File: src/rtl/mac3_pkg.sv
package mac3_pkg;

    localparam int XLEN       = 64;
    localparam int IDX_W      = 5;
    localparam int INSN_W     = 32;
    localparam logic [IDX_W-1:0] ZERO_IDX   = 5'd31;
    localparam logic [4:0]       GROUP_CODE = 5'b11011;

    typedef enum logic [2:0] {
        K_MAC   = 3'd0,
        K_SMACL = 3'd1,
        K_UMACL = 3'd2,
        K_SMULH = 3'd3,
        K_UMULH = 3'd4
    } mac3_kind_e;

    typedef struct packed {
        logic             legal;
        mac3_kind_e       kind;
        logic             sub;
        logic             narrow;
        logic [IDX_W-1:0] rd;
        logic [IDX_W-1:0] rn;
        logic [IDX_W-1:0] rm;
        logic [IDX_W-1:0] ra;
    } mac3_dec_t;

    typedef struct packed {
        mac3_kind_e       kind;
        logic             sub;
        logic             narrow;
        logic [IDX_W-1:0] rd;
        logic [XLEN-1:0]  op_a;
        logic [XLEN-1:0]  op_b;
        logic [XLEN-1:0]  addend;
    } mac3_ctx_t;

    function automatic logic [XLEN-1:0] read_or_zero(input logic [IDX_W-1:0] idx,
                                                     input logic [XLEN-1:0]  val);
        return (idx == ZERO_IDX) ? '0 : val;
    endfunction

    function automatic mac3_dec_t decode_word(input logic [INSN_W-1:0] w);
        mac3_dec_t  d;
        logic [6:0] op_id;
        op_id    = {w[31], w[30:29], w[23:21], w[15]};
        d.rd     = w[4:0];
        d.rn     = w[9:5];
        d.ra     = w[14:10];
        d.rm     = w[20:16];
        d.sub    = w[15];
        d.narrow = ~w[31];
        d.kind   = K_MAC;
        d.legal  = 1'b0;
        if (w[28:24] == GROUP_CODE) begin
            case (op_id)
                7'h00, 7'h01, 7'h40, 7'h41: begin
                    d.legal = 1'b1;
                    d.kind  = K_MAC;
                end
                7'h42, 7'h43: begin
                    d.legal = 1'b1;
                    d.kind  = K_SMACL;
                end
                7'h4A, 7'h4B: begin
                    d.legal = 1'b1;
                    d.kind  = K_UMACL;
                end
                7'h44: begin
                    d.legal = (w[14:10] == ZERO_IDX);
                    d.kind  = K_SMULH;
                end
                7'h4C: begin
                    d.legal = (w[14:10] == ZERO_IDX);
                    d.kind  = K_UMULH;
                end
                default: d.legal = 1'b0;
            endcase
        end
        return d;
    endfunction

endpackage

File: src/rtl/mac3_decoder.sv
module mac3_decoder
    import mac3_pkg::*;
(
    input  logic [INSN_W-1:0] insn,
    output mac3_dec_t         dec
);
    always_comb begin
        dec = decode_word(insn);
    end
endmodule

File: src/rtl/mac3_operand_prep.sv
module mac3_operand_prep
    import mac3_pkg::*;
(
    input  mac3_dec_t       dec,
    input  logic [XLEN-1:0] rn_data,
    input  logic [XLEN-1:0] rm_data,
    input  logic [XLEN-1:0] ra_data,
    output logic [XLEN-1:0] op_a,
    output logic [XLEN-1:0] op_b,
    output logic [XLEN-1:0] addend
);
    localparam int HALF = XLEN / 2;

    logic [XLEN-1:0] rn_v;
    logic [XLEN-1:0] rm_v;

    always_comb begin
        rn_v   = read_or_zero(dec.rn, rn_data);
        rm_v   = read_or_zero(dec.rm, rm_data);
        addend = read_or_zero(dec.ra, ra_data);
        case (dec.kind)
            K_SMACL: begin
                op_a = {{HALF{rn_v[HALF-1]}}, rn_v[HALF-1:0]};
                op_b = {{HALF{rm_v[HALF-1]}}, rm_v[HALF-1:0]};
            end
            K_UMACL: begin
                op_a = {{HALF{1'b0}}, rn_v[HALF-1:0]};
                op_b = {{HALF{1'b0}}, rm_v[HALF-1:0]};
            end
            default: begin
                op_a = rn_v;
                op_b = rm_v;
            end
        endcase
    end
endmodule

File: src/rtl/mac3_iter_mul.sv
module mac3_iter_mul #(
    parameter int WIDTH = 64,
    parameter int DIGIT = 8
) (
    input  logic               clk,
    input  logic               rst,
    input  logic               start,
    input  logic [WIDTH-1:0]   mcand_in,
    input  logic [WIDTH-1:0]   mplier_in,
    output logic               done,
    output logic [2*WIDTH-1:0] product
);
    localparam int STEPS = WIDTH / DIGIT;
    localparam int CNT_W = $clog2(STEPS + 1);
    localparam int SUM_W = WIDTH + DIGIT;

    logic [WIDTH-1:0] mcand;
    logic [WIDTH-1:0] hi;
    logic [WIDTH-1:0] lo;
    logic [CNT_W-1:0] cnt;
    logic             running;
    logic [SUM_W-1:0] sum;

    always_comb begin
        sum = {{DIGIT{1'b0}}, hi}
            + ({{DIGIT{1'b0}}, mcand} * {{WIDTH{1'b0}}, lo[DIGIT-1:0]});
    end

    always_ff @(posedge clk) begin
        if (rst) begin
            mcand   <= '0;
            hi      <= '0;
            cnt     <= '0;
            running <= 1'b0;
            done    <= 1'b0;
        end else begin
            done <= 1'b0;
            if (start) begin
                mcand   <= mcand_in;
                hi      <= '0;
                cnt     <= CNT_W'(STEPS);
                running <= 1'b1;
            end else if (running) begin
                hi  <= sum[SUM_W-1:DIGIT];
                cnt <= cnt - CNT_W'(1);
                if (cnt == CNT_W'(1)) begin
                    running <= 1'b0;
                    done    <= 1'b1;
                end
            end
        end
    end

    generate
        if (STEPS == 1) begin : g_single
            always_ff @(posedge clk) begin
                if (rst)          lo <= '0;
                else if (start)   lo <= mplier_in;
                else if (running) lo <= sum[DIGIT-1:0];
            end
        end else begin : g_multi
            always_ff @(posedge clk) begin
                if (rst)          lo <= '0;
                else if (start)   lo <= mplier_in;
                else if (running) lo <= {sum[DIGIT-1:0], lo[WIDTH-1:DIGIT]};
            end
        end
    endgenerate

    assign product = {hi, lo};
endmodule

File: src/rtl/mac3_finish.sv
module mac3_finish
    import mac3_pkg::*;
(
    input  mac3_ctx_t         ctx,
    input  logic [2*XLEN-1:0] product,
    output logic [XLEN-1:0]   result
);
    localparam int HALF = XLEN / 2;

    logic [XLEN-1:0] low;
    logic [XLEN-1:0] high_u;
    logic [XLEN-1:0] fix_a;
    logic [XLEN-1:0] fix_b;
    logic [XLEN-1:0] acc;

    always_comb begin
        low    = product[XLEN-1:0];
        high_u = product[2*XLEN-1:XLEN];
        fix_a  = ctx.op_a[XLEN-1] ? ctx.op_b : '0;
        fix_b  = ctx.op_b[XLEN-1] ? ctx.op_a : '0;
        acc    = ctx.sub ? (ctx.addend - low) : (ctx.addend + low);
        case (ctx.kind)
            K_SMULH: result = high_u - fix_a - fix_b;
            K_UMULH: result = high_u;
            default: result = ctx.narrow ? {{HALF{1'b0}}, acc[HALF-1:0]} : acc;
        endcase
    end
endmodule

File: src/rtl/mac3_exec_unit.sv
module mac3_exec_unit
    import mac3_pkg::*;
#(
    parameter int MUL_DIGIT = 8
) (
    input  logic        clk,
    input  logic        rst,
    input  logic        in_valid,
    output logic        in_ready,
    input  logic [31:0] in_insn,
    output logic [4:0]  rf_rn_idx,
    output logic [4:0]  rf_rm_idx,
    output logic [4:0]  rf_ra_idx,
    input  logic [63:0] rf_rn_data,
    input  logic [63:0] rf_rm_data,
    input  logic [63:0] rf_ra_data,
    output logic        out_valid,
    output logic [63:0] out_data,
    output logic [4:0]  out_rd,
    output logic        out_wen,
    output logic        out_illegal
);
    mac3_dec_t         dec;
    logic [XLEN-1:0]   op_a;
    logic [XLEN-1:0]   op_b;
    logic [XLEN-1:0]   addend;
    mac3_ctx_t         ctx;
    logic              busy;
    logic              accept;
    logic              start;
    logic              mul_done;
    logic [2*XLEN-1:0] product;
    logic [XLEN-1:0]   fin;

    mac3_decoder u_dec (
        .insn (in_insn),
        .dec  (dec)
    );

    assign rf_rn_idx = dec.rn;
    assign rf_rm_idx = dec.rm;
    assign rf_ra_idx = dec.ra;

    mac3_operand_prep u_prep (
        .dec     (dec),
        .rn_data (rf_rn_data),
        .rm_data (rf_rm_data),
        .ra_data (rf_ra_data),
        .op_a    (op_a),
        .op_b    (op_b),
        .addend  (addend)
    );

    assign in_ready = ~busy;
    assign accept   = in_valid & in_ready;
    assign start    = accept & dec.legal;

    mac3_iter_mul #(
        .WIDTH (XLEN),
        .DIGIT (MUL_DIGIT)
    ) u_mul (
        .clk       (clk),
        .rst       (rst),
        .start     (start),
        .mcand_in  (op_a),
        .mplier_in (op_b),
        .done      (mul_done),
        .product   (product)
    );

    mac3_finish u_fin (
        .ctx     (ctx),
        .product (product),
        .result  (fin)
    );

    always_ff @(posedge clk) begin
        if (rst) begin
            ctx <= '0;
        end else if (start) begin
            ctx.kind   <= dec.kind;
            ctx.sub    <= dec.sub;
            ctx.narrow <= dec.narrow;
            ctx.rd     <= dec.rd;
            ctx.op_a   <= op_a;
            ctx.op_b   <= op_b;
            ctx.addend <= addend;
        end
    end

    always_ff @(posedge clk) begin
        if (rst) begin
            busy        <= 1'b0;
            out_valid   <= 1'b0;
            out_data    <= '0;
            out_rd      <= '0;
            out_wen     <= 1'b0;
            out_illegal <= 1'b0;
        end else begin
            out_valid   <= 1'b0;
            out_wen     <= 1'b0;
            out_illegal <= 1'b0;
            if (accept && !dec.legal) begin
                out_valid   <= 1'b1;
                out_illegal <= 1'b1;
                out_data    <= '0;
                out_rd      <= dec.rd;
            end
            if (start) begin
                busy <= 1'b1;
            end
            if (mul_done) begin
                busy      <= 1'b0;
                out_valid <= 1'b1;
                out_data  <= fin;
                out_rd    <= ctx.rd;
                out_wen   <= (ctx.rd != ZERO_IDX);
            end
        end
    end
endmodule

File: config.mk
export PLATFORM = sky130hd
export DESIGN_NAME = mac3_exec_unit
export DESIGN_NICKNAME = d
export VERILOG_FILES = /design/src/rtl/mac3_pkg.sv /design/src/rtl/mac3_decoder.sv /design/src/rtl/mac3_operand_prep.sv /design/src/rtl/mac3_iter_mul.sv /design/src/rtl/mac3_finish.sv /design/src/rtl/mac3_exec_unit.sv
export SDC_FILE = /design/constraint.sdc
export NUM_CORES = 2
export LEC_CHECK = 0
export BUFFER_PORTS_ARGS = -buffer_cell sky130_fd_sc_hd__buf_2
export CAP_MARGIN = 20
export CORE_ASPECT_RATIO = 1.1
export CORE_MARGIN = 2
export CORE_UTILIZATION = 40
export CTS_CLUSTER_SIZE = 25
export DETAILED_ROUTE_END_ITERATION = 7
export GPL_TIMING_DRIVEN = 0
export HOLD_SLACK_MARGIN = 0.02
export PLACE_DENSITY = 0.63
export SLEW_MARGIN = 5
export SYNTH_ARGS = -nofsm -noshare
export SYNTH_HDL_FRONTEND = slang
export SYNTH_SLANG_ARGS = --single-unit
File: constraint.sdc
create_clock -name clk -period 11.2 [get_ports clk]
set_clock_uncertainty 0.2 [all_clocks]
set_input_delay 1.68 -clock clk [delete_from_list [all_inputs] [get_ports clk]]
set_output_delay 1.68 -clock clk [all_outputs]
set_load 0.05 [all_outputs]
==> out/results.md <==
- 0.180 — normalized max-slew margin
- 0.324 — all-layer global routing usage
- 273 mm — wire length of the first global-routing pass
- 0.403 — Initial Utilization
- flop — capturing element type of the critical path
- u_mul.lo[5] — Reg-to-Reg Start
- clkbuf_1, clkbuf_1, nand2_1, fa_1, fa_1, inv_1, fa_1, inv_1, fa_1, inv_1, ha_1, a21o_1, a21oi_1, a21oi_1, nor2b_1, o21ai_0, a31oi_1, o211ai_1, a221oi_1, o31ai_1, xnor2_1, a211oi_1 — CP Cell Sequence
- 3 — number of antenna violations at the first check in global routing
- 3735 — violation count after the first detailed-routing iteration
- u_mul.hi[63] — FF-to-FF End
- 5.75 — routed vias/inst
- 0 — Setup Buffers After CTS
- 0 — CTS resizes
- finished, final reports clean — outcome
- 0 — overflow left after global routing
- 84 — distinct cell type count after synthesis
- ctx[69] — Hold EP
- 44500 um2 — cell area after synthesis
- clkbuf_16 — clock tree root driver cell
- 0.184 — portion of the post-synthesis area used by sequential elements
- 0 — number of hold violations in the final report
- 25.5 um — average detailed-routed wire length per instance
- 6808 — final net count
- nand2_1 — most repeated cell in the gate-level netlist after synthesis
- 114000 um2 — Die Footprint
- 9220 ps — CP Data Arrival Time
- 0 — Hold Buf Count CTS
- 60 ps — Worst-path clk slew
- 0 — Max Slew Vio Count
- 2 — worst hold path depth
- 1220 ps — actual transition at the worst max-transition pin
- 315 — I/O pin count
- 8.13 um2 — Synth Area per Inst
- false — setup repair after global routing missed its margin
- reg -> reg — start-to-end type of the worst setup path
- 7332 — post-route insts no fill
- 51 — CTS buffer count
- 8890 ps — min cycle time layout
- 111000 um2 — core area
- 128 — row cnt
- 0 — number of DRC violations after detailed routing
- 155 mm — post-DP HPWL
- 11540 ps — data required time of the worst path
- 0.000117 V — worst supply voltage drop on vdd
- dfxtp_1 — most common flop cell mapped by yosys
- 0 — warnings from Yosys
- 0 — number of endpoints failing setup at the final stage
- 112 MHz — upper clock frequency limit
- ctx[69] — hold path startpoint
- 0.0869 — fraction of final layout cells with drive strength greater than 1
- 10 — crit-path max FO
- 6424 — net count after synthesis
- yes — clock tree from TritonCTS
- 7 — drt pass-1 iters
- 2 — H-tree lvl count
- 409 — flop and latch count out of synthesis
- 0.794 — final worst-path cycle share
- 0.225 — share of the synthesized area in the top cell type
- reg -> reg — worst min-delay path category
- 3 — buffers from clock root to sink, at most
- 314 — buffers added on ports
- 23.2 nW — leakage component of the power
- 41800 — number of global-route vias before repair
- 0 — proportion of synthesized flip-flops having asynchronous set or reset
- 409 — clock sink count
- 0 — remaining antenna violation count
- 187 mm — routed wire length
- 16 — pin count of the biggest net entering global routing
- fa_1 — Crit path top cell by count
- fa_1 — cell taking the most area after synthesis
- 2310 ps — slack of the worst reg-to-reg path
- 42100 — via count
- 75.6 nW/um2 — cell area power density
- 870 ps — slowest stage delay, CP
- flop — category of the worst setup path launch point
- 657 x nand2_1, 582 x inv_1, 500 x fa_1, 444 x a21oi_1, 409 x dfxtp_1 — top cells by instance count after synthesis
- 1.01 — routability cong.
- 0 — Maximum Capacitance Violations
- clkbuf_1 — Critical-path top delay cell
- 0 ps — final total negative setup slack
- 22 — R2R depth
- fa_1 22%, dfxtp_1 18%, ha_1 6.3% — cells taking the most area after synthesis
- 670 ps — Clock Latency Late Sink
- 5474 — synthesized instance count
- 7234 — instance count after placement with tap cells included
- 0 — EDFF count, synth
- 354 um — Die Y-Extent
- 322 um — Die W
- 12.3% — relative area change from synthesis to final layout
## through the flow
stage          hold slack, ps  utilization  total power, mW  area, um2  worst slack (ps)
6_report                  257        0.452             3.78      50000              2310
2_1_floorplan             232            -             1.74      44500              5090
3_3_place_gp              242        0.433             1.93      47900              1870
3_5_place_dp              247        0.435             1.93      48100              2620
4_1_cts                   256        0.452             3.77      49900              2580
5_1_grt                   277        0.452             3.85      49900              2140
## cells by family (layout without fill, tap and decap cells)
logic type                 after synthesis  in the layout  share of synthesized area
and+or+nand+nor                       1752           1752                      0.188
other                                    0              1                          0
buffers and inverters                  974           1401                     0.0840
DFF                                    409            409                      0.184
xor gates and xnor gates               231            231                     0.0456
muxes                                  102            102                     0.0238
AOI/OAI and AO/OA                     1283           1283                      0.187
adders and majority gates              723            723                      0.288
## registers in the layout (all words and copies together) (netlist names)
signal and flops:
ctx 138, out_data 64, u_mul.hi 64, u_mul.lo 64, u_mul.mcand 64, out_rd 5, u_mul.cnt 4, busy 1
out_illegal 1, out_valid 1, out_wen 1, u_mul.done 1, u_mul.running 1
## per-layer routing
metal  track usage  routed length (um)  up-vias
met1         0.415               75000    20800
li1              -                   -    19000
met3        0.0533               15100      427
met5             0                   0        -
met4         0.178               12100        0
met2         0.520               85100     1924
## cell usage in the layout, fill, tap and decap left out, types with 24 or more instances in the layout
cell       instances
nand4_1           63
nand2b_1          24
buf_2            321
xnor2_1          156
a211oi_1          68
a31oi_1           35
a21o_1           135
inv_1            582
buf_1             50
xor2_1            74
mux2i_1           72
fa_1             500
nor2_1           358
nand3_1           48
o21bai_1          41
and3_1            30
a22oi_1           28
o21ai_0          204
nand2_1          657
a21oi_1          444
clkbuf_1         322
clkbuf_16         51
and2_1           375
nor3_1            90
a22o_1           103
dfxtp_1          409
a221oi_1          56
ha_1             223
mux2_2            30
## how the worst max path moves through the flow
stage / start / to / slack (ps) / cells after the start
4_1_cts: u_mul.lo[5] / u_mul.hi[63] / 2580 / 22
6_report: u_mul.lo[5] / u_mul.hi[63] / 2310 / 22
3_5_place_dp: u_mul.lo[5] / u_mul.hi[63] / 2620 / 22
5_1_grt: u_mul.lo[5] / u_mul.hi[63] / 2140 / 22
3_3_place_gp: u_mul.lo[7] / u_mul.hi[62] / 1870 / 22
2_1_floorplan: u_mul.lo[0] / u_mul.hi[60] / 5090 / 23
## area by class of cell
class | count | area (um2)
Fill cell | 11200 | 60600
Antenna cell | 1 | 2.50
Sequential cell | 409 | 8190
Clock buffer | 68 | 1440
Buffer | 392 | 1560
Multi-Input combinational cell | 4091 | 32600
Clock inverter | 28 | 433
Tap cell | 1430 | 1790
Inverter | 582 | 2180
Timing Repair Buffer | 331 | 1770
## power by group
| group | leakage (nW) | internal, mW | total (mW) | switching (mW) |
|---|---|---|---|---|
| clock network | 0.899 | 1.10 | 1.86 | 0.760 |
| registers | 3.29 | 1.46 | 1.46 | 0.00171 |
| logic | 19.0 | 0.157 | 0.458 | 0.301 |
| total | 23.2 | 2.71 | 3.78 | 1.06 |
## critical path: cells and delay by family, from the launching register on
family / cells / cell delay [ps]
compound gates: 9 / 3110
fa+ha+maj: 5 / 2420
buf+inv: 5 / 1880
flops: 1 / 550
simple gates: 2 / 380
xor+xnor: 1 / 180
No activity file was read; power rests on OpenSTA's default activity.
